`config.mk`:
```
export PLATFORM = sky130hd
export DESIGN_NAME = chk_match_acc
export DESIGN_NICKNAME = d
export VERILOG_FILES = /design/src/rtl/chk_match_acc.sv
export SDC_FILE = /design/constraint.sdc
export NUM_CORES = 1
export LEC_CHECK = 0
export BUFFER_PORTS_ARGS = -buffer_cell sky130_fd_sc_hd__buf_2
export CAP_MARGIN = 15
export CELL_PAD_IN_SITES_DETAIL_PLACEMENT = 0
export CELL_PAD_IN_SITES_GLOBAL_PLACEMENT = 1
export CORE_ASPECT_RATIO = 1.1
export CORE_MARGIN = 8
export CORE_UTILIZATION = 20
export DETAILED_ROUTE_END_ITERATION = 12
export PLACE_DENSITY_LB_ADDON = 0.1
export SLEW_MARGIN = 20
export SYNTH_ARGS = -nofsm -noshare
export SYNTH_HDL_FRONTEND = slang
export SYNTH_SLANG_ARGS = --single-unit
```
`constraint.sdc`:
```
create_clock -name vclk -period 3.59
set_input_delay 0.359 -clock vclk [all_inputs]
set_output_delay 0.359 -clock vclk [all_outputs]
set_load 0.02 [all_outputs]
```
`src/rtl/chk_match_acc.sv`:
```
module chk_match_acc #(
    parameter int W     = 64,
    parameter int CNT_W = 16
) (
    input  logic [W-1:0]     word_i,
    input  logic [W-1:0]     expect_i,
    input  logic [CNT_W-1:0] total_i,
    output logic [CNT_W-1:0] total_o
);
    localparam logic [CNT_W-1:0] MAX_CNT = '1;
    always_comb begin
        if (word_i == expect_i && total_i != MAX_CNT)
            total_o = total_i + 1'b1;
        else
            total_o = total_i;
    end
endmodule

```
* Word level (Yosys, flattened, before mapping)
Cells that the tools add are included.
** Operators by class
- Reductions and logical operators :: 1
- $mul :: 0
- Multiplexer cells :: 1
- $add $sub $neg :: 1
- Divide/modulo/power cells :: 0
- Shift-type cells :: 0
- Equality and inequality tests :: 2
- Order comparisons :: 0
- Bitwise operators :: 0
** Operator list (number)
- $eq 64x64->1 :: 1
- $add 16x1->16 const B :: 1
- $mux 16 :: 1
- $ne 16x16->1 const B :: 1
- $logic_and 1x1->1 :: 1
** Storage, ports and cells
- Logic and storage cells :: 5
- Memories kept :: 0
- RAM bits :: 0
- Bits in registers :: 0
- Input port bits :: 144
- Output and inout bits :: 16
- Bits in read-only memories :: 0
- Latch bits :: 0

* Depth between registers and ports, before layout
Gate-level depths: netlist of the first run.
- Word-level depth :: 3
- Depth in mapped cells :: 7
- Gate-level depth less buffers :: 6

* Worst setup path after synthesis of the first run
OpenSTA, ideal clock, no wires.
- Kind :: input port to output port
- Start point :: in expect_i[5]
- End point :: out total_o[14]
- Stages :: 7
- Arrival time :: 1949 ps
- Path buffers :: 1
- Data required time :: 3231 ps
- Path slack :: 1282 ps
- Cell sequence :: xnor2_1 > nand4_1 > nor4_1 > nand4_1 > buf_4 > nor4_4 > xor2_1
** On the way
- Cells in the longest elaborated chain, start to end :: 3
** RTL lines
- start, declared :: line 6 : input logic [W-1:0] expect_i,
- $eq 64x64->1 :: line 12 : if (word_i == expect_i && total_i != MAX_CNT)
- $logic_and 1x1->1 :: line 12
- $mux 16 :: line 12
- end, declared :: line 8 : output logic [CNT_W-1:0] total_o
No other way between the ends.

* Final worst setup path of the first run
- Start point :: in total_i[2]
- End point :: out total_o[1]
** On the way
- Cells in the longest elaborated chain, start to end :: 3
** RTL lines
- start, declared :: line 7 : input logic [CNT_W-1:0] total_i,
- $ne 16x16->1 :: line 12
- $logic_and 1x1->1 :: line 12
- $mux 16 :: line 12
No other way between the ends.

==> results.cfg, run 1 <==
[setup_path]
crit_fanout = 12
critPathRequiredTime_ps = 3230
critPathCaptureType = output pin
critPathArrivalTime_ps = 2230
start_kind = primary input
critPathKind = in -> out

[placement]
gp_congestion = 0.729
hpwl_mm = 4.94
io_buffers = 160

[drt]
wl_per_cell_um = 13.5
first_iter_violations = 27
drt-pass1-iter-count = 4
drtAntennaViolNets = 0
avgViaCountPerCell = 4.20
routed_wl_mm = 5.14
drc = 0
vias = 1597

[run_status]
outcome = finished, final reports clean

[sta]
rsz0062_at_grt = false
period_needed_ps = 2580
relSlewSlack = 0.749
setup_viol = 0
hold_violations = 0
period_share = 0.720
fmax_mhz = 387
setup-tns-final_ps = 0
report.final.slew_viol_count = 0
hold_ws_ps = 1010
max_slew.worst_pin.slew_ps = 373

[cells_and_area]
area_growth_pct = 80.7
final_cell_mix = buf_2, xnor2_1, nand4_1
seq_cell_count = 0
layout-drive-gt1-share = 0.543
nets = 451
final_common_cell = buf_2
n_fill_cell = 592
multi_input_area_um2 = 1090
clkbuf_count = 0
ff_latch_area_um2 = 0

[power_and_ir_drop]
vdd_drop_max_uv = 41.0
leakage_nw = 0.927
finalPower_mw = 0.204
pwr_density_cell_nw_per_um2 = 102

[logic_synthesis]
synth_top_family_by_area = XOR/XNOR gates
synthesis.nets = 290
synth.distinct_cells = 22
synth_warnings = 0
syn_avg_cell_area_um2 = 7.62
synth_mux_area_frac = 0.0102
synth_compound_area_frac = 0
yosys.area_share.simple = 0.337
synthCells = 145
seq_area_frac_synth = 0
synth_area_um2 = 1100
synth_xor_area_frac = 0.626
synthAdderAreaFrac = 0.0113

[die]
initial_core_util = 0.206
die_area_um2 = 8160
die_w_um = 86.9
row_count = 28
die_h_um = 94.0
core_um2 = 5360
io_pins = 160

[clocking]
ctsResizeCount = 0
hold_buffers = 0
cts_setup_buffers = 0

[run]
cap_violations = 0

[grt]
antenna_found_initial = 1
grt_pass1_wl_mm = 7.91
grt-ovfl-total = 0
grt_max_degree = 16
grt_use_total = 0.119
grt_pass1_vias = 1849

[min_path]
min_path_type = in -> out
## cell usage after synthesis
cell type,n,area share
buf_2,1,0.0045
and3_1,1,0.0057
nand2_1,8,0.027
nor3_1,3,0.014
nor3b_2,1,0.011
and4_1,1,0.0079
nor4_4,1,0.019
xor2_1,14,0.11
nor4b_2,1,0.014
nor2_1,8,0.027
buf_4,1,0.0068
nor4b_1,3,0.024
xnor2_1,65,0.52
nor4_1,4,0.023
ha_1,1,0.011
mux2_2,1,0.010
nor2b_1,1,0.0057
nor4bb_1,1,0.0091
nand4_1,20,0.11
inv_1,1,0.0034
or3_1,1,0.0057
nand3_1,7,0.032
## power by group
part / leakage [nW] / internal (mW) / switching, mW / total, mW
sequential: 0 / 0 / 0 / 0
clock: 0.00000634 / 0.0000000373 / 0 / 0.0000000373
combinational: 0.927 / 0.119 / 0.0851 / 0.204
## layout make-up
type / instances / share of cell area
timing repair buffer: 161 / 0.405
tap: 75 / 0.0470
inverter: 1 / 0.00188
multi-input combinational: 142 / 0.545
antenna: 1 / 0.00125
## critical path, cell delays in order
cell,delay (ps)
buf_2,120
and4_1,240
nand3_1,240
or3_1,610
nor2b_1,230
mux2_2,270
buf_2,160
## through the flow
step / util / setup slack (ps) / area, um^2 / instances
final: 0.373 / 1010 / 2000 / 380
after global routing: 0.373 / 663 / 2000 / 380
after CTS: 0.372 / 893 / 1990 / 379
after detailed placement: 0.372 / 899 / 1990 / 379
after global placement: 0.372 / 840 / 1990 / 379
after floorplan: - / 1280 / 1100 / 145
## routing by layer
| layer | global-route usage | share of wire | vias to the layer above |
|---|---|---|---|
| li1 | - | - | 831 |
| met3 | 0.0464 | 0.11 | 2 |
| met4 | 0.0144 | 0.0041 | 0 |
| met1 | 0.102 | 0.32 | 686 |
| met2 | 0.250 | 0.57 | 78 |
| met5 | 0 | 0 | - |
## worst paths after layout
check,endpoint,slack (ps),start,depth (start not counted)
min,total_o[9],1010,total_i[9],3
max,total_o[1],1010,total_i[2],7
## cell families (layout without fill, tap and decap cells)
logic type / after synthesis / count (layout)
XOR/XNOR: 79 / 79
adder cells (fa/ha/maj): 1 / 1
buffers and inverters: 3 / 162
multiplexers: 1 / 1
other: 0 / 1
AND/OR/NAND/NOR: 61 / 61
(Power assumes the default switching activity.)
==> run 2, diff against run 1 <==
--- a/config.mk
+++ b/config.mk
@@ -11,7 +11,7 @@
 export CELL_PAD_IN_SITES_GLOBAL_PLACEMENT = 1
 export CORE_ASPECT_RATIO = 1.1
 export CORE_MARGIN = 8
-export CORE_UTILIZATION = 20
+export CORE_UTILIZATION = 17
 export DETAILED_ROUTE_END_ITERATION = 12
 export PLACE_DENSITY_LB_ADDON = 0.1
 export SLEW_MARGIN = 20
==> constraint.sdc (replaced) <==
create_clock -name vclk -period 2.3
set_input_delay 0.23 -clock vclk [all_inputs]
set_output_delay 0.23 -clock vclk [all_outputs]
set_load 0.02 [all_outputs]
==> run 2 against run 1 <==
  * The flow now finishes with violations (negative setup slack)
  * First-iteration DRC count is 81% lower
  * Cell area is 19% higher
  * Highest routed layer is now met3
  * Critical path type unchanged
  * Setup slack worse by 1000 ps
  * Combinational power is 77% higher
  * Critical path depth is 4 higher
  * Die area is 14% higher
  * Final cell count is 3.9% higher
  * Sequential share of layout area stayed put
  * Non-clock buffer count is 9 higher
  * Count of clock-buffer cells in the layout stayed put
  * Flip-flop and latch count stayed put
  * Worst hold slack worse by 260 ps
==> results.cfg, run 2 (synthesized netlist as in run 1, its figures left out) <==
[setup_path]
critPathArrivalTime_ps = 2110
endpoint = total_o[4]
startpoint = expect_i[2]
critPathKind = in -> out
critPathRequiredTime_ps = 2070
start_kind = primary input
crit_fanout = 5
critPathCaptureType = output pin

[sta]
period_share = 1.02
report.final.slew_viol_count = 0
max_slew.worst_pin.slew_ps = 400
fmax_mhz = 427
hold_ws_ps = 756
setup_ws_ps = -39.6
hold_violations = 0
period_needed_ps = 2340
relSlewSlack = 0.733
rsz0062_at_grt = true
setup_viol = 2

[drt]
routed_wl_mm = 5.22
drc = 0
met3_length_um = 564
avgViaCountPerCell = 4.14
wl_per_cell_um = 13.2
met1_length_mm = 1.82
first_iter_violations = 5
dr.max_layer_used = met3
vias = 1637
drtAntennaViolNets = 0
met2_length_mm = 2.84
drt-pass1-iter-count = 2

[placement]
hpwl_mm = 4.85
pre_cts_slack_ps = -245
placed_cell_area_um2 = 2080
gp_congestion = 0.706
io_buffers = 160

[power_and_ir_drop]
leakage_nw = 1.14
vdd_drop_max_uv = 54.7
pwr_density_cell_nw_per_um2 = 152
finalPower_mw = 0.362

[run]
cap_violations = 0

[grt]
grt_max_degree = 13
antenna_found_initial = 0
grt_pass1_wl_mm = 7.82
grt-ovfl-total = 0
grt_pass1_vias = 1826
grt_use_total = 0.0991

[cells_and_area]
nets = 460
n_fill_cell = 694
seq_cell_count = 0
area_growth_pct = 116
final_common_cell = buf_2
ff_latch_area_um2 = 0
antennaDiodeCount = 0
clkbuf_count = 0
layout-drive-gt1-share = 0.636
final_cell_mix = buf_2, xnor2_1, buf_4
fin_area_um2 = 2380
fin_util = 0.370
multi_input_area_um2 = 1300

[die]
die_area_um2 = 9340
die_h_um = 101
die_w_um = 92.9
initial_core_util = 0.172
core_um2 = 6440
row_count = 31
io_pins = 160

[min_path]
min_path_type = in -> out

[run_status]
violations = negative setup slack
outcome = finished with violations
[run 2: changes by cell type in the layout (fill, tap and decap cells not counted), sizes merged]
cell	change
buf	+9
diode	-1
[run 2: through the flow]
step	TNS (ps)	cells
finish	-42.7	395
global route	-1620	395
CTS	-48.1	397
detailed placement	-1650	396
global placement	-974	396
floorplan	0	145
[run 2: area by class of cell]
type,count,area share
Multi-Input combinational cell,142,0.547
Timing Repair Buffer,170,0.408
Inverter,1,0.00158
Tap cell,82,0.0431
[run 2: timing repair]
action	in CTS	in global routing
pin swaps	1	37
buffers inserted	1	0
gates resized for setup	14	47
hold buffers	0	0
gates cloned	0	1
endpoints found under the setup margin	13	15
[run 2: power breakdown]
group	internal [mW]	switching [mW]	leakage, nW
sequential	0	0	0
combinational	0.215	0.147	1.14
clock	0	0	0
total	0.215	0.147	1.14
[run 2: worst min path at each step]
stage	slack, ps	start	to	cells past startpoint
floorplan	590	total_i[0]	total_o[0]	1
global placement	760	total_i[15]	total_o[15]	3
detailed placement	760	total_i[5]	total_o[5]	3
CTS	760	total_i[5]	total_o[5]	3
global route	770	total_i[5]	total_o[5]	3
finish	760	total_i[5]	total_o[5]	3
[run 2: worst max-delay path, stage by stage]
cell and delay [ps]:
buf_2 100, xnor2_1 150, nand4_1 130, nor4_1 280, buf_4 160, nand4_1 170, buf_6 210, buf_4 170
nor3_4 180, xor2_1 160, buf_4 160
[run 2: routing by layer]
| layer | vias up | GRT usage |
|---|---|---|
| met5 | - | 0 |
| met4 | 0 | 0 |
| met3 | 0 | 0.0387 |
| met2 | 85 | 0.202 |
| met1 | 705 | 0.0947 |
| li1 | 847 | - |
==> run 3, diff against run 2 <==
--- a/config.mk
+++ b/config.mk
@@ -11,7 +11,7 @@
 export CELL_PAD_IN_SITES_GLOBAL_PLACEMENT = 1
 export CORE_ASPECT_RATIO = 1.1
 export CORE_MARGIN = 8
-export CORE_UTILIZATION = 17
+export CORE_UTILIZATION = 19
 export DETAILED_ROUTE_END_ITERATION = 12
 export PLACE_DENSITY_LB_ADDON = 0.1
 export SLEW_MARGIN = 20
==> constraint.sdc (replaced) <==
create_clock -name vclk -period 2.42
set_input_delay 0.242 -clock vclk [all_inputs]
set_output_delay 0.242 -clock vclk [all_outputs]
set_load 0.02 [all_outputs]
==> run 3 against run 2 <==
  * The flow now finishes without violations
  * Flip-flop and latch count did not move
  * Largest power group unchanged
  * Via count fell by 1.2%
  * Global-route usage rose by 0.75 points
  * Critical path depth did not move
  * Worst hold slack improved by 34 ps
  * Power fell by 9.3%
  * Non-clock buffer count rose by 1
  * Combinational power fell by 9.4%
  * Largest cell class unchanged
  * Die area fell by 8.8%
==> results.cfg, run 3 (synthesized netlist as in run 1, its figures left out) <==
[run_status]
outcome = finished, final reports clean

[drt]
avgViaCountPerCell = 4.14
dr.max_layer_used = met3
first_iter_violations = 9
drt-pass1-iter-count = 3
drc = 0
met1_length_mm = 1.69
drtAntennaViolNets = 0
met2_length_mm = 2.76
wl_per_cell_um = 13.1
met3_length_um = 671
vias = 1618
routed_wl_mm = 5.11

[setup_path]
endpoint = total_o[14]
critPathRequiredTime_ps = 2180
start_kind = primary input
startpoint = expect_i[29]
crit_fanout = 11
critPathKind = in -> out
critPathCaptureType = output pin
critPathArrivalTime_ps = 2070

[grt]
grt-ovfl-total = 0
grt_pass1_wl_mm = 7.38
grt_max_degree = 13
grt_pass1_vias = 1740
grt_use_total = 0.107
antenna_found_initial = 0

[cells_and_area]
antennaDiodeCount = 0
ff_latch_area_um2 = 0
nets = 461
area_growth_pct = 104
layout-drive-gt1-share = 0.615
n_fill_cell = 628
multi_input_area_um2 = 1230
clkbuf_count = 0
final_cell_mix = buf_2, xnor2_1, nand4_1
seq_cell_count = 0
fin_util = 0.395
final_common_cell = buf_2

[sta]
relSlewSlack = 0.768
setup-tns-final_ps = 0
max_slew.worst_pin.slew_ps = 348
period_share = 0.956
hold_violations = 0
report.final.slew_viol_count = 0
rsz0062_at_grt = true
setup_viol = 0
fmax_mhz = 432
period_needed_ps = 2310
setup_ws_ps = 106

[min_path]
min_path_type = in -> out

[placement]
hpwl_mm = 4.85
gp_congestion = 0.699
io_buffers = 160
pre_cts_slack_ps = -91.7

[die]
io_pins = 160
die_area_um2 = 8510
core_um2 = 5700
die_w_um = 88.7
die_h_um = 96.0
initial_core_util = 0.194
row_count = 29

[clocking]
hold_buffers = 0

[power_and_ir_drop]
vdd_drop_max_uv = 68.0
leakage_nw = 1.07
pwr_density_cell_nw_per_um2 = 146

[run]
cap_violations = 0
-- run 3: cell count changes in the layout (fill, tap and decap cells not counted), moves of 2 or more --
cell / before / now
buf_2: 138 / 152
buf_4: 21 / 14
buf_6: 11 / 5
nor2_1: 3 / 8
nor2_2: 3 / 0
nor4b_2: 0 / 3
nor4b_4: 4 / 1
nor2_4: 2 / 0
xnor2_1: 54 / 56
xnor2_2: 11 / 9
-- run 3: per-layer routing --
metal | vias up | global-route usage
li1 | 847 | -
met1 | 686 | 0.0994
met2 | 85 | 0.220
met3 | 0 | 0.0427
met4 | 0 | 0
met5 | - | 0
-- run 3: how the worst min path moves through the flow --
stage                  endpoint        start  slack (ps)  cells after the start
global route         total_o[5]   total_i[5]         800                      3
floorplan            total_o[0]   total_i[0]         610                      1
finish              total_o[15]  total_i[15]         790                      3
global placement     total_o[5]   total_i[5]         790                      3
detailed placement   total_o[5]   total_i[5]         790                      3
CTS                  total_o[5]   total_i[5]         790                      3
-- run 3: area by class of cell --
class	count	area share
Multi-Input combinational cell	142	0.546
Timing Repair Buffer	171	0.410
Tap cell	77	0.0428
Inverter	1	0.00167
-- run 3: critical path: stages --
cell     delay [ps]
buf_6           100
xnor2_2         140
nand4_1         120
nor4_2          330
buf_4           150
nand4_1         100
buf_6           170
buf_6           120
nor4_4          270
xor2_1          160
buf_4           160
-- run 3: per-stage QoR --
stage                     cells  power [mW]  hold WS (ps)  instance area [um^2]
after floorplan             145       0.139           612                  1100
after global routing        391       0.359           804                  2250
after detailed placement    391       0.306           787                  2070
after global placement      391       0.306           787                  2070
final                       391       0.328           790                  2250
after CTS                   391       0.309           788                  2090
-- run 3: power breakdown --
part           switching [mW]  internal [mW]  total [mW]  leakage [nW]
registers                   0              0           0             0
logic                   0.137          0.192       0.328          1.07
clock network               0              0           0             0
total                   0.137          0.192       0.328          1.07
-- run 3: what timing repair did --
item                       4_1_cts  5_1_grt
buffers inserted                 0        0
setup endpoints to repair        6       13
resized for setup                3       27
cloned                           0        0
pin swaps                        0        1
